==> src/rtl/wkm_pkg.sv <==
`timescale 1ns/1ps
package wkm_pkg;
    localparam int WORD_W      = 32;
    localparam int NUM_BANKS   = 5;
    localparam int TIMER_WORDS = 2;

    // bank order is decoded by software, so it is fixed
    typedef enum logic [2:0] {
        BANK_ENABLE = 3'd0,
        BANK_FALL   = 3'd1,
        BANK_RISE   = 3'd2,
        BANK_POL    = 3'd3,
        BANK_STATUS = 3'd4
    } bank_e;

    typedef struct packed {
        logic enable;
        logic rise;
        logic fall;
        logic pol;
    } pin_cfg_t;

    typedef struct packed {
        logic       timer_hit;
        logic       timer_idx;
        logic       bank_hit;
        bank_e      bank;
        logic [7:0] word;
    } reg_sel_t;

    function automatic int stride_of(int pins);
        return (pins + WORD_W - 1) / WORD_W;
    endfunction

    function automatic reg_sel_t decode_addr(int word_idx, int stride);
        reg_sel_t sel;
        int rel;
        int b;
        sel = '0;
        if (word_idx < TIMER_WORDS) begin
            sel.timer_hit = 1'b1;
            sel.timer_idx = word_idx[0];
        end else begin
            rel = word_idx - TIMER_WORDS;
            b   = rel / stride;
            if (b < NUM_BANKS) begin
                sel.bank_hit = 1'b1;
                sel.bank     = bank_e'(b[2:0]);
                sel.word     = 8'(rel % stride);
            end
        end
        return sel;
    endfunction
endpackage

==> src/rtl/wkm_sync.sv <==
`timescale 1ns/1ps
module wkm_sync #(
    parameter int W      = 8,
    parameter int STAGES = 2
) (
    input  logic         clk,
    input  logic         rst,
    input  logic [W-1:0] async_i,
    output logic [W-1:0] sync_o,
    output logic [W-1:0] prev_o
);
    logic [STAGES-1:0][W-1:0] chain;

    always_ff @(posedge clk) begin
        if (rst) begin
            chain  <= '0;
            prev_o <= '0;
        end else begin
            chain[0] <= async_i;
            for (int i = 1; i < STAGES; i++) begin
                chain[i] <= chain[i-1];
            end
            prev_o <= chain[STAGES-1];
        end
    end

    assign sync_o = chain[STAGES-1];
endmodule

==> src/rtl/wkm_detect.sv <==
`timescale 1ns/1ps
module wkm_detect
    import wkm_pkg::*;
#(
    parameter int PINS = 40
) (
    input  logic     [PINS-1:0] cur_i,
    input  logic     [PINS-1:0] prev_i,
    input  pin_cfg_t [PINS-1:0] cfg_i,
    output logic     [PINS-1:0] evt_o
);
    for (genvar p = 0; p < PINS; p++) begin : g_pin
        logic up_hit, down_hit, level_hit;
        assign up_hit    = cfg_i[p].rise &  cur_i[p] & ~prev_i[p];
        assign down_hit  = cfg_i[p].fall & ~cur_i[p] &  prev_i[p];
        assign level_hit = ~cfg_i[p].rise & ~cfg_i[p].fall & (cur_i[p] == cfg_i[p].pol);
        assign evt_o[p]  = cfg_i[p].enable & (up_hit | down_hit | level_hit);
    end
endmodule

==> src/rtl/wkm_regs.sv <==
`timescale 1ns/1ps
module wkm_regs
    import wkm_pkg::*;
#(
    parameter int PINS   = 40,
    parameter int ADDR_W = 8
) (
    input  logic                clk,
    input  logic                rst,
    input  logic [ADDR_W-1:0]   bus_addr,
    input  logic                bus_wr,
    input  logic [WORD_W-1:0]   bus_wdata,
    output logic [WORD_W-1:0]   bus_rdata,
    input  logic [PINS-1:0]     evt_i,
    output pin_cfg_t [PINS-1:0] cfg_o,
    output logic [PINS-1:0]     en_o,
    output logic [PINS-1:0]     status_o,
    output logic                stat_wr_o
);
    localparam int STRIDE = stride_of(PINS);
    localparam int SPAN   = STRIDE * WORD_W;

    reg_sel_t sel;
    logic     aligned;
    logic [TIMER_WORDS-1:0][WORD_W-1:0] timer_q;
    logic [PINS-1:0] en_q, rise_q, fall_q, pol_q, stat_q;
    logic [SPAN-1:0] mask_pad, val_pad, rd_pad;
    logic [PINS-1:0] wmask, wval;
    logic wr_any, wr_en, wr_rise, wr_fall, wr_pol, wr_stat;

    assign aligned = (bus_addr[1:0] == 2'b00);
    assign sel     = decode_addr(int'(bus_addr[ADDR_W-1:2]), STRIDE);
    assign wr_any  = bus_wr & aligned & sel.bank_hit;
    assign wr_en   = wr_any & (sel.bank == BANK_ENABLE);
    assign wr_fall = wr_any & (sel.bank == BANK_FALL);
    assign wr_rise = wr_any & (sel.bank == BANK_RISE);
    assign wr_pol  = wr_any & (sel.bank == BANK_POL);
    assign wr_stat = wr_any & (sel.bank == BANK_STATUS);

    always_comb begin
        mask_pad = '0;
        val_pad  = '0;
        mask_pad[int'(sel.word)*WORD_W +: WORD_W] = '1;
        val_pad[int'(sel.word)*WORD_W +: WORD_W]  = bus_wdata;
    end
    assign wmask = mask_pad[PINS-1:0];
    assign wval  = val_pad[PINS-1:0];

    always_ff @(posedge clk) begin
        if (rst) begin
            timer_q <= '0;
            en_q    <= '0;
            rise_q  <= '0;
            fall_q  <= '0;
            pol_q   <= '0;
            stat_q  <= '0;
        end else begin
            if (bus_wr && aligned && sel.timer_hit) begin
                timer_q[sel.timer_idx] <= bus_wdata;
            end
            if (wr_en)   en_q   <= (en_q   & ~wmask) | (wval & wmask);
            if (wr_rise) rise_q <= (rise_q & ~wmask) | (wval & wmask);
            if (wr_fall) fall_q <= (fall_q & ~wmask) | (wval & wmask);
            if (wr_pol)  pol_q  <= (pol_q  & ~wmask) | (wval & wmask);
            // zeros clear, ones keep; a fresh event always wins
            stat_q <= (stat_q & ~(wr_stat ? (wmask & ~wval) : '0)) | evt_i;
        end
    end

    always_comb begin
        rd_pad = '0;
        unique case (sel.bank)
            BANK_ENABLE: rd_pad[PINS-1:0] = en_q;
            BANK_FALL:   rd_pad[PINS-1:0] = fall_q;
            BANK_RISE:   rd_pad[PINS-1:0] = rise_q;
            BANK_POL:    rd_pad[PINS-1:0] = pol_q;
            BANK_STATUS: rd_pad[PINS-1:0] = stat_q;
            default:     rd_pad = '0;
        endcase
    end

    always_comb begin
        bus_rdata = '0;
        if (aligned && sel.timer_hit) begin
            bus_rdata = timer_q[sel.timer_idx];
        end else if (aligned && sel.bank_hit) begin
            bus_rdata = rd_pad[int'(sel.word)*WORD_W +: WORD_W];
        end
    end

    for (genvar p = 0; p < PINS; p++) begin : g_cfg
        assign cfg_o[p].enable = en_q[p];
        assign cfg_o[p].rise   = rise_q[p];
        assign cfg_o[p].fall   = fall_q[p];
        assign cfg_o[p].pol    = pol_q[p];
    end

    assign en_o      = en_q;
    assign status_o  = stat_q;
    assign stat_wr_o = wr_stat;
endmodule

==> src/rtl/wake_monitor.sv <==
`timescale 1ns/1ps
module wake_monitor
    import wkm_pkg::*;
#(
    parameter int PINS        = 40,
    parameter int ADDR_W      = 8,
    parameter int SYNC_STAGES = 2
) (
    input  logic              clk,
    input  logic              rst,
    input  logic [ADDR_W-1:0] bus_addr,
    input  logic              bus_wr,
    input  logic [31:0]       bus_wdata,
    output logic [31:0]       bus_rdata,
    input  logic [PINS-1:0]   pins_i,
    input  logic              doorbell,
    output logic              wake_req,
    output logic              asleep
);
    logic     [PINS-1:0] pin_cur, pin_prev, evt_w, en_w, status_w;
    pin_cfg_t [PINS-1:0] cfg_w;
    logic                stat_wr_w;
    logic                wake_q, asleep_q;

    wkm_sync #(.W(PINS), .STAGES(SYNC_STAGES)) u_sync (
        .clk(clk), .rst(rst), .async_i(pins_i),
        .sync_o(pin_cur), .prev_o(pin_prev)
    );

    wkm_detect #(.PINS(PINS)) u_detect (
        .cur_i(pin_cur), .prev_i(pin_prev), .cfg_i(cfg_w), .evt_o(evt_w)
    );

    wkm_regs #(.PINS(PINS), .ADDR_W(ADDR_W)) u_regs (
        .clk(clk), .rst(rst), .bus_addr(bus_addr), .bus_wr(bus_wr),
        .bus_wdata(bus_wdata), .bus_rdata(bus_rdata), .evt_i(evt_w),
        .cfg_o(cfg_w), .en_o(en_w), .status_o(status_w), .stat_wr_o(stat_wr_w)
    );

    always_ff @(posedge clk) begin
        if (rst) begin
            wake_q   <= 1'b0;
            asleep_q <= 1'b0;
        end else begin
            wake_q <= |(status_w & en_w);
            if (wake_q)        asleep_q <= 1'b0;
            else if (doorbell) asleep_q <= 1'b1;
        end
    end

    assign wake_req = wake_q;
    assign asleep   = asleep_q;
endmodule

==> config.mk <==
export PLATFORM = sky130hd
export DESIGN_NAME = wake_monitor
export DESIGN_NICKNAME = d
export VERILOG_FILES = /design/src/rtl/wkm_pkg.sv /design/src/rtl/wkm_sync.sv /design/src/rtl/wkm_detect.sv /design/src/rtl/wkm_regs.sv /design/src/rtl/wake_monitor.sv
export SDC_FILE = /design/constraint.sdc
export NUM_CORES = 1
export LEC_CHECK = 0
export BUFFER_PORTS_ARGS = -buffer_cell sky130_fd_sc_hd__buf_2
export CORE_MARGIN = 2
export CORE_UTILIZATION = 38
export CTS_CLUSTER_DIAMETER = 200
export DETAILED_ROUTE_END_ITERATION = 8
export MAX_ROUTING_LAYER = met4
export SYNTH_ARGS = -nofsm -noshare
export SYNTH_HDL_FRONTEND = slang
export SYNTH_SLANG_ARGS = --single-unit
export TNS_END_PERCENT = 1
==> constraint.sdc <==
create_clock -name clk -period 5.15 [get_ports clk]
set_input_delay 0.515 -clock clk [delete_from_list [all_inputs] [get_ports clk]]
set_output_delay 0.515 -clock clk [all_outputs]
set_load 0.01 [all_outputs]
==> run_results.csv <==
group,metric,value,unit
run_status,status,"finished, final reports clean",
timing,fin_tns_setup,0,ps
placement,place_ws,-69.3,ps
timing,report.final.slew_viol_count,0,
placement,io_buffer_count,117,
synth,syn_inst,1767,
synth,synth_cell_types,61,
synth,ys_ff_latch,386,
synth,synth-main-ff-cell,"dfxtp_1",
placement,dp_cells,2406,
detailed_routing,drt_pass1_iterations,6,
setup_path,crit_chain,"buf_2 -> or3_1 -> nor4_1 -> buf_4 -> ha_4 -> nor2b_1 -> and2_1 -> o21ai_0 -> ha_1 -> nor4bb_1 -> a41o_1 -> o31a_1 -> buf_4 -> o211ai_1 -> o2bb2ai_1 -> o221a_2 -> buf_2",
synth,synth_warnings,0,
floorplan,start_util,38.5,%
layout,layout_common_cells,"386 x dfxtp_1, 185 x nand2_1, 164 x a22o_1",
detailed_routing,wl_per_cell,21.3,um
floorplan,core_area,43100,sq um
min_path,hold_path_class,"input port to register",
detailed_routing,first_iter_violations,1343,
setup_path,crit_type,"input port to output port",
synth,yosysSeqAreaShare,46.6,%
timing,relSlewSlack,30.6,%
layout,multi_input_area,8270,sq um
synth,syn_area,16600,sq um
global_routing,grt_usage,24.2,%
detailed_routing,vias_per_cell,5.70,
setup_path,critPathMaxFanout,8,
synth,synth-edff-count,0,
placement,dp_hpwl,34200,um
timing,setup_viol,0,
timing,finalCriticalPeriod,4870,ps
power_and_ir_drop,p_leak,7.42,nW
layout,nets,1967,
layout,final_layout_size_suffix_gt1_share,14.4,%
floorplan,dieArea,45300,sq um
power_and_ir_drop,irDropWorstVdd,0.247,mV
floorplan,fp.dieH,213,um
timing,finalHoldViolations,0,
global_routing,gr-total-overflow,0,
clock_tree,clockRootBuffer,"clkbuf_16",
synth,synth.avg_cell_area,9.38,sq um
timing,period_share,94.6,%
power_and_ir_drop,power_density,337,nW/um^2
clock_tree,clk_latency,580,ps
floorplan,die-width,213,um
min_path,worstHoldPathCells,2,
power_and_ir_drop,total_power,6.53,mW
global_routing,grt_max_degree,112,
layout,syn2layout_area_growth,16.8,%
timing,fmax,0.205,GHz
timing,tightest_slew,1040,ps
global_routing,grt_pass1_wl,82000,um
setup_path,required,4640,ps
detailed_routing,antenna_left,0,
timing,rsz0062_at_grt,"false",
clock_tree,path_clk_slew,60,ps
clock_tree,cts_resized,0,
layout,fill_cells,4117,
setup_path,cp-end-kind,"output port",
clock_tree,clock_path_buffers,3,
timing,setup_slack,279,ps
floorplan,rows,76,
global_routing,antenna_found_initial,1,
global_routing,grt_pass1_vias,13700,
layout,final_common_cell,"dfxtp_1",
timing,hold_slack,140,ps
setup_path,ff2ff_path_depth,5,
setup_path,cpMaxStageDelayCell,"or3_1",
clock_tree,cts_buffers,43,
clock_tree,cts_tree,"yes",
detailed_routing,drt_drc_violations_left,0,
synth,syn-num-nets,1867,
layout,register_area,7730,sq um
detailed_routing,totalWireLength,53000,um
timing,skew,15.2,ps
clock_tree,cts_max_level,2,
flow_run,cap_violations,0,
placement,gp_congestion,0.864,
synth,synth-async-reset-ratio,0,%
layout,fin_cells,2484,
setup_path,start_kind,"input port",
detailed_routing,vias,14200,
clock_tree,cts_sinks,386,
floorplan,ios,118,
setup_path,arrival,4360,ps
setup_path,max_stage_delay,430,ps
==> area by class of cell <==
type | instances | area share, %
multi-input combinational | 1244 | 42.7
sequential | 386 | 39.9
clock buffer | 61 | 6.28
timing repair buffer | 174 | 6.00
tap | 585 | 3.78
clock inverter | 15 | 0.886
inverter | 18 | 0.349
antenna | 1 | 0.0129
==> power by group <==
part / internal, mW / switching, mW
Clock: 1.80 / 1.25
Combinational: 0.144 / 0.290
Sequential: 3.03 / 0.0251
Total: 4.97 / 1.56
==> synth_stat cells (5+ instances only) <==
cell type  instances  area share, %
a21oi_1          131            4.0
buf_1              7           0.16
xor2_1            41            2.2
a22o_1           164            8.7
buf_6              7           0.48
o211ai_1          10           0.45
nor3_1            50            1.5
and2_1            35            1.3
inv_1             17           0.39
dfxtp_1          386             47
a21o_1             8           0.36
o31a_1             8           0.42
nand3_1           24           0.73
nor2_1            64            1.5
a2111oi_0          8           0.42
o2bb2ai_1          8           0.42
clkbuf_1          69            1.6
nand2_1          185            4.2
buf_2             33            1.0
o221a_2            9           0.61
a22oi_1           20           0.91
nor2b_1          122            4.6
ha_1              16            1.2
nand3b_1          40            1.8
a221o_1           48            2.9
o21ai_0          123            3.7
nand4_1            5           0.19
mux2i_1           72            4.4
==> worst paths after layout <==
kind                                       start           endpoint  slack, ps
worst min-delay path                  pins_i[15]   u_sync.chain[15]        140
worst max-delay path                 bus_addr[3]       bus_rdata[2]        280
worst max register to register          register           wake_req       3200
worst min register to register  u_sync.chain[19]  u_sync.sync_o[19]        430
==> worst max-delay path: cells and delay by family <==
family          cells  cell delay (ps)
compound gates      6             1530
fa+ha+maj           2              340
simple gates        5             1390
buf+inv             4              600
==> routing by layer <==
metal	routed length, um	vias up	global-route usage [%]	share of wire [%]
li1	-	6619	-	-
met1	24200	6861	33.2	46
met2	23600	573	36.3	44
met3	3740	99	3.29	7.0
met4	1550	0	9.19	2.9
met5	0	-	-	0
==> stage by stage <==
step                      area (sq um)  util [%]
after CTS                        19300      44.9
after floorplan                  16600         -
final                            19300      44.9
after global routing             19300      44.9
after global placement           17900      41.7
after detailed placement         17900      41.7
==> cells by family after synthesis <==
| group | Yosys count | synth area share (%) |
|---|---|---|
| simple gates | 557 | 17.6 |
| compound gates | 555 | 24.0 |
| flops | 386 | 46.6 |
| buf+inv | 137 | 3.72 |
| mux | 72 | 4.35 |
| xor+xnor | 44 | 2.51 |
| fa+ha+maj | 16 | 1.21 |
==> timing repair <==
item                                    in CTS  in global routing
setup buffers                                0                  1
endpoints found under the setup margin       0                  3
hold buffers                                 0                  0
(Power assumes the default switching activity.)
